<file path="src/rtl/rwseq_pkg.sv">
package rwseq_pkg;
  typedef enum logic [1:0] {
    ST_RUN    = 2'd0,
    ST_HALT   = 2'd1,
    ST_SETTLE = 2'd2
  } seq_st_e;

  typedef enum logic [1:0] {
    K_COLD = 2'd0,
    K_WARM = 2'd1,
    K_WAKE = 2'd2
  } settle_kind_e;
endpackage

</file>
<file path="src/rtl/rwseq_sync.sv">
module rwseq_sync #(
  parameter int STAGES = 2
) (
  input  logic clk,
  input  logic rst,
  input  logic pin_n,
  output logic pin_n_s
);
  logic [STAGES-1:0] sr_q;

  generate
    if (STAGES == 1) begin : g_one
      always_ff @(posedge clk) begin
        if (rst) sr_q <= '1;
        else     sr_q <= pin_n;
      end
    end else begin : g_chain
      always_ff @(posedge clk) begin
        if (rst) sr_q <= '1;
        else     sr_q <= {sr_q[STAGES-2:0], pin_n};
      end
    end
  endgenerate

  assign pin_n_s = sr_q[STAGES-1];
endmodule

</file>
<file path="src/rtl/rwseq_timer.sv">
module rwseq_timer #(
  parameter int STARTUP_CYC = 1024
) (
  input  logic clk,
  input  logic rst,
  input  logic clr,
  input  logic en,
  output logic done
);
  localparam int CNT_W = (STARTUP_CYC > 1) ? $clog2(STARTUP_CYC) : 1;
  localparam logic [CNT_W-1:0] LAST = CNT_W'(STARTUP_CYC - 1);

  logic [CNT_W-1:0] cnt_q;

  always_ff @(posedge clk) begin
    if (rst || clr)  cnt_q <= '0;
    else if (en)     cnt_q <= cnt_q + CNT_W'(1);
  end

  assign done = en && !clr && (cnt_q == LAST);

  // the window counter only steps by one or restarts from zero
  a_r2_count_step: assert property (@(posedge clk) disable iff (rst)
    (en && !clr) |=> (cnt_q == $past(cnt_q) + CNT_W'(1)));
  a_r2_count_clear: assert property (@(posedge clk) disable iff (rst)
    clr |=> (cnt_q == '0));
endmodule

</file>
<file path="src/rtl/rwseq_irq_arm.sv">
module rwseq_irq_arm #(
  parameter int N_IRQ = 4
) (
  input  logic             clk,
  input  logic             rst,
  input  logic             capture,
  input  logic [N_IRQ-1:0] req,
  output logic [N_IRQ-1:0] hit
);
  logic [N_IRQ-1:0] armed_q;

  // a line requesting on the HALT entry edge stays disarmed for that HALT
  always_ff @(posedge clk) begin
    if (rst)          armed_q <= '0;
    else if (capture) armed_q <= ~req;
  end

  assign hit = req & armed_q;
endmodule

</file>
<file path="src/rtl/rst_wake_seq.sv">
module rst_wake_seq
  import rwseq_pkg::*;
#(
  parameter int N_IRQ       = 4,
  parameter int STARTUP_CYC = 1024,
  parameter int SYNC_STAGES = 2
) (
  input  logic             clk,
  input  logic             rst,
  input  logic             ext_rst_n,
  input  logic             wdt_tmo,
  input  logic             halt_req,
  input  logic             wdt_clr,
  input  logic [N_IRQ-1:0] irq_req,
  input  logic [N_IRQ-1:0] irq_en,
  input  logic             stack_full,
  output logic             cold_rst,
  output logic             warm_rst,
  output logic             run_en,
  output logic             ready,
  output logic             isr_go,
  output logic             to_flag,
  output logic             pdf_flag
);
  seq_st_e      state_q;
  settle_kind_e kind_q;
  logic         to_q, pdf_q, ready_q, isr_go_q, isr_pend_q;
  logic         ext_n_s, ext_act;
  logic         tmr_clr, tmr_en, tmr_done;
  logic         arm_cap;
  logic [N_IRQ-1:0] irq_hit;

  rwseq_sync #(.STAGES(SYNC_STAGES)) u_sync (
    .clk(clk), .rst(rst), .pin_n(ext_rst_n), .pin_n_s(ext_n_s)
  );

  assign ext_act = !ext_n_s;
  assign tmr_en  = (state_q == ST_SETTLE);
  assign tmr_clr = (state_q != ST_SETTLE) || ext_act;

  rwseq_timer #(.STARTUP_CYC(STARTUP_CYC)) u_timer (
    .clk(clk), .rst(rst), .clr(tmr_clr), .en(tmr_en), .done(tmr_done)
  );

  assign arm_cap = (state_q == ST_RUN) && halt_req && !ext_act && !wdt_tmo;

  rwseq_irq_arm #(.N_IRQ(N_IRQ)) u_arm (
    .clk(clk), .rst(rst), .capture(arm_cap), .req(irq_req), .hit(irq_hit)
  );

  always_ff @(posedge clk) begin
    if (rst) begin
      state_q    <= ST_SETTLE;
      kind_q     <= K_COLD;
      to_q       <= 1'b0;
      pdf_q      <= 1'b0;
      ready_q    <= 1'b0;
      isr_go_q   <= 1'b0;
      isr_pend_q <= 1'b0;
    end else begin
      ready_q  <= 1'b0;
      isr_go_q <= 1'b0;
      unique case (state_q)
        ST_RUN: begin
          if (ext_act) begin
            state_q <= ST_SETTLE;
            kind_q  <= K_COLD;
          end else if (wdt_tmo) begin
            state_q <= ST_SETTLE;
            kind_q  <= K_COLD;
            to_q    <= 1'b1;
          end else if (halt_req) begin
            state_q <= ST_HALT;
            to_q    <= 1'b0;
            pdf_q   <= 1'b1;
          end else if (wdt_clr) begin
            to_q    <= 1'b0;
            pdf_q   <= 1'b0;
          end
        end
        ST_HALT: begin
          if (ext_act) begin
            state_q <= ST_SETTLE;
            kind_q  <= K_COLD;
            to_q    <= 1'b0;
            pdf_q   <= 1'b1;
          end else if (wdt_tmo) begin
            state_q <= ST_SETTLE;
            kind_q  <= K_WARM;
            to_q    <= 1'b1;
            pdf_q   <= 1'b1;
          end else if (|irq_hit) begin
            state_q    <= ST_SETTLE;
            kind_q     <= K_WAKE;
            isr_pend_q <= (|(irq_hit & irq_en)) && !stack_full;
          end
        end
        ST_SETTLE: begin
          if (ext_act) begin
            kind_q <= K_COLD;
          end else if (tmr_done) begin
            state_q  <= ST_RUN;
            ready_q  <= 1'b1;
            isr_go_q <= isr_pend_q && (kind_q == K_WAKE);
          end
        end
        default: state_q <= ST_SETTLE;
      endcase
    end
  end

  assign cold_rst = (state_q == ST_SETTLE) && (kind_q == K_COLD);
  assign warm_rst = (state_q == ST_SETTLE) && (kind_q == K_WARM);
  assign run_en   = (state_q == ST_RUN);
  assign ready    = ready_q;
  assign isr_go   = isr_go_q;
  assign to_flag  = to_q;
  assign pdf_flag = pdf_q;

  // run resumes only through the end-of-window strobe
  a_r2_run_needs_ready: assert property (@(posedge clk) disable iff (rst)
    $rose(run_en) |-> ready);
  a_r2_ready_one_cycle: assert property (@(posedge clk) disable iff (rst)
    ready |=> !ready);
  // reset kinds and run are exclusive
  a_r4_exclusive: assert property (@(posedge clk) disable iff (rst)
    $onehot0({cold_rst, warm_rst, run_en}));
  // warm reset always reports a halted watchdog time-out
  a_r7_warm_flags: assert property (@(posedge clk) disable iff (rst)
    $rose(warm_rst) |-> (to_flag && pdf_flag));
  // HALT entry flag encoding
  a_r8_halt_flags: assert property (@(posedge clk) disable iff (rst)
    arm_cap |=> (pdf_flag && !to_flag && !run_en));
  // interrupt entry only at the end of a window
  a_r10_isr_with_ready: assert property (@(posedge clk) disable iff (rst)
    isr_go |-> ready);
  // inputs other than the reset pin do not shorten a window
  a_r12_settle_holds: assert property (@(posedge clk) disable iff (rst)
    (state_q == ST_SETTLE && !tmr_done) |=> (state_q == ST_SETTLE));
endmodule

</file>
<file path="config.mk">
export PLATFORM = sky130hd
export DESIGN_NAME = rst_wake_seq
export DESIGN_NICKNAME = d
export VERILOG_FILES = /design/src/rtl/rwseq_pkg.sv /design/src/rtl/rwseq_sync.sv /design/src/rtl/rwseq_timer.sv /design/src/rtl/rwseq_irq_arm.sv /design/src/rtl/rst_wake_seq.sv
export SDC_FILE = /design/constraint.sdc
export NUM_CORES = 1
export LEC_CHECK = 0
export CELL_PAD_IN_SITES_DETAIL_PLACEMENT = 2
export CELL_PAD_IN_SITES_GLOBAL_PLACEMENT = 2
export CORE_ASPECT_RATIO = 1.5
export CORE_MARGIN = 2
export CORE_UTILIZATION = 33
export CTS_CLUSTER_SIZE = 25
export DETAILED_ROUTE_END_ITERATION = 7
export DONT_BUFFER_PORTS = 1
export GPL_TIMING_DRIVEN = 0
export HOLD_SLACK_MARGIN = 0.15
export PLACE_DENSITY = 0.81
export SETUP_SLACK_MARGIN = 0.3
export SLEW_MARGIN = 10
export SYNTH_ARGS = -nofsm -noshare
export SYNTH_HDL_FRONTEND = slang
export SYNTH_SLANG_ARGS = --single-unit
</file>
<file path="constraint.sdc">
create_clock -name clk -period 1.59 [get_ports clk]
set_clock_uncertainty 0.2 [all_clocks]
set_input_delay 0.477 -clock clk [delete_from_list [all_inputs] [get_ports clk]]
set_output_delay 0.477 -clock clk [all_outputs]
set_load 0.03 [all_outputs]
</file>
==> impl_results.md <==
- Pwr Density: between 600 and 700 nW/um^2
- Final GP Congestion: 0.675
- Final setup TNS: -3.00 ns
- Syn_nets: 146
- Initial antenna violation count: 0
- Cell area after placement: 1300 um^2
- Final worst-path cycle share: 132%
- Clk root buf: clkbuf_8
- Min-Delay Path Class: primary input to flip-flop
- GRT Util Overall: 23.4%
- Most frequent cells in the layout: 14 x dfxtp_1, 14 x buf_4, 10 x a21oi_2
- Die height: about 78 um
- Worst r2r path cells: 7
- Violated checks: setup timing
- Run status: finished with violations
- Post-synth EDFFs: 0
- Count of state elements after synthesis: 25
- CTS tree: built
- Initial Util: 34.8%
- Buffers added on ports: 0
- Number of H-tree levels: 1
- Non-Filler Instances: between 200 and 250
- Core Util, Final: about 54%
- Maxcap violations: 0
- Drt first pass iters: 4
- Post-route cell area: 1830 um^2
- Number of global-route vias before repair: 1393
- Crit. End Element: output port
- ANT nets after route: 0
- Latest clock arrival within the worst-skew pair: ~0.28 ns
- Worst slew pin tran: 0.665 ns
- TritonCTS Buffers: 3
- Ys flop type: dfxtp_1
- Number of cell rows: 26
- Hold slack final: 0.105 ns
- Hold Vio Cnt, Final: 0
- Hold Crit Depth: 1
- Synth warn: 0
- Final setup margin: -0.510 ns
- Slew Limit Fails: 0
- Worst-path maximum fanout: 3
- Maximum buffer depth of the clock tree: 2
- Max VDD drop: 0.000490 V
- Total wire length: around 4800 um
- Clock sink count: 25
- Post-synthesis area per instance: between 9 and 10 um^2
- Vias per cell: between 6 and 7
- WS Path Type: flip-flop to output port
- Arr. time, crit path: 1.42 ns
- # placed instances: 172
- Hold-fix buffer count after cts: 4
- Iteration-0 DRC Markers: 35
- Final nets: 177
- Worst rel slew slack: a little under three fifths
- Via count: 1229
- Die area: 4110 um^2
- CP required: 0.91 ns
- Cell leakage power: about 0.66 nW
- Global route overflow: 0
- I/O pin cnt: 22
- Gate Count Post-Synth: 130
- Fin crit period: between 2 and 2.5 ns
- Netlist area before placement: between 1000 and 1500 um^2
- Top cell type's share of synthesized area: 42.1%
- Register area share after synthesis: 42.1%
- Share of layout cells above drive strength 1: a little over half
- DRC errors left: 0
- Core ar.: approximately 3400 um^2
- Finish-stage setup viols: 22
- Leading area contributor after synthesis: dfxtp_1
- Unrepaired setup endpoints after global routing: true
- Top cells by area, synth: dfxtp_1 42%, a21oi_1 6.3%, o21ai_0 3.4%
- Worst-path clk slew: roughly 0.09 ns
- Diode count: 0
- Cell variety after synth: 41
- WL/cell: 23.6 um
- Post-synthesis async set-or-reset flop share: 0%
- CP Launch Type: flip-flop
- First-pass GRT wire length: between 7000 and 8000 um
- P&R area growth vs syn: 53.7%
- Post-DP HPWL: about 2700 um
- Largest net degree at the start of global routing: 15
- Die X: around 53 um
- Peak Freq: 0.476 GHz
## cell families (layout without fill, tap and decap cells)
group	count (synthesis)	in the layout	synth area share (%)
buffers and inverters	9	39	3.57
adder cells (fa/ha/maj)	1	1	1.05
AO/OA/AOI/OAI	45	45	24.0
AND/OR/NAND/NOR	49	49	28.6
flip-flops	25	25	42.1
XOR/XNOR	1	1	0.736
## what timing repair did
action | 4_1_cts | 5_1_grt
buffers inserted | 18 | 4
gates resized for setup | 47 | 23
pin swaps | 19 | 10
gates cloned | 0 | 0
hold endpoints to repair | 5 | 1
setup endpoints to repair | 30 | 30
## flip-flops by register name (all words and copies together), names as in the netlist
register and cells:
to_flag 1, ready 1, kind_q 2, pdf_flag 1, isr_go 1, u_arm.armed_q 4
u_sync.sr_q 2, isr_pend_q 1, state_q 2, u_timer.cnt_q 10
## worst max-delay path: stages, from the launching register on
cell and delay [ns]:
dfxtp_4 0.38, buf_8 0.10, clkinvlp_4 0.14, nor4b_4 0.51
## cells in the mapped netlist (all sizes together), types with 4 or more instances
library cell,n
dfxtp,25
a21oi,15
o21ai,8
nand3,7
nor2,6
o31ai,5
a211oi,4
inv,4
or3,4
or4,4
## layout make-up
type | instances | area (um^2)
well taps | 42 | 52.6
repair buffers | 26 | 235
clock inverters | 1 | 5.00
flip-flops and latches | 25 | 532
plain buffers | 5 | 62.6
inverters | 4 | 18.8
fillers | 339 | 1590
multi-input cells | 96 | 882
clock buffers | 3 | 41.3
## routing by layer
layer / GRT usage (%) / wire (um) / vias to the layer above
met5: 0 / 0 / -
met4: 7.69 / 153 / 0
met3: 2.88 / 94 / 15
met2: 46.8 / 2840 / 28
met1: 22.8 / 1680 / 627
li1: - / - / 559
## per-stage QoR
stage | setup WS [ns] | power [mW]
finish | -0.510 | 1.12
global route | -0.544 | 1.17
CTS | -0.541 | 1.12
detailed placement | -0.272 | 0.705
global placement | -0.263 | 0.700
floorplan | -0.154 | 0.690
## power by group
part,switching [mW],leakage (nW),internal [mW]
Clock,0.217,0.0255,0.176
Combinational,0.0483,0.428,0.0469
Sequential,0.0112,0.209,0.624
Total,0.277,0.662,0.847
## path summary, 6_finish.rpt
check	start	end	slack (ns)
setup / recovery	state_q[1]	warm_rst	-0.51
hold / removal	ext_rst_n	u_sync.sr_q[0]	0.10
setup reg to reg	state_q[1]	u_arm.armed_q[0]	-0.20
hold reg to reg	u_sync.sr_q[0]	u_sync.sr_q[1]	0.24
Note: power is estimated with default switching activity, not from simulation.
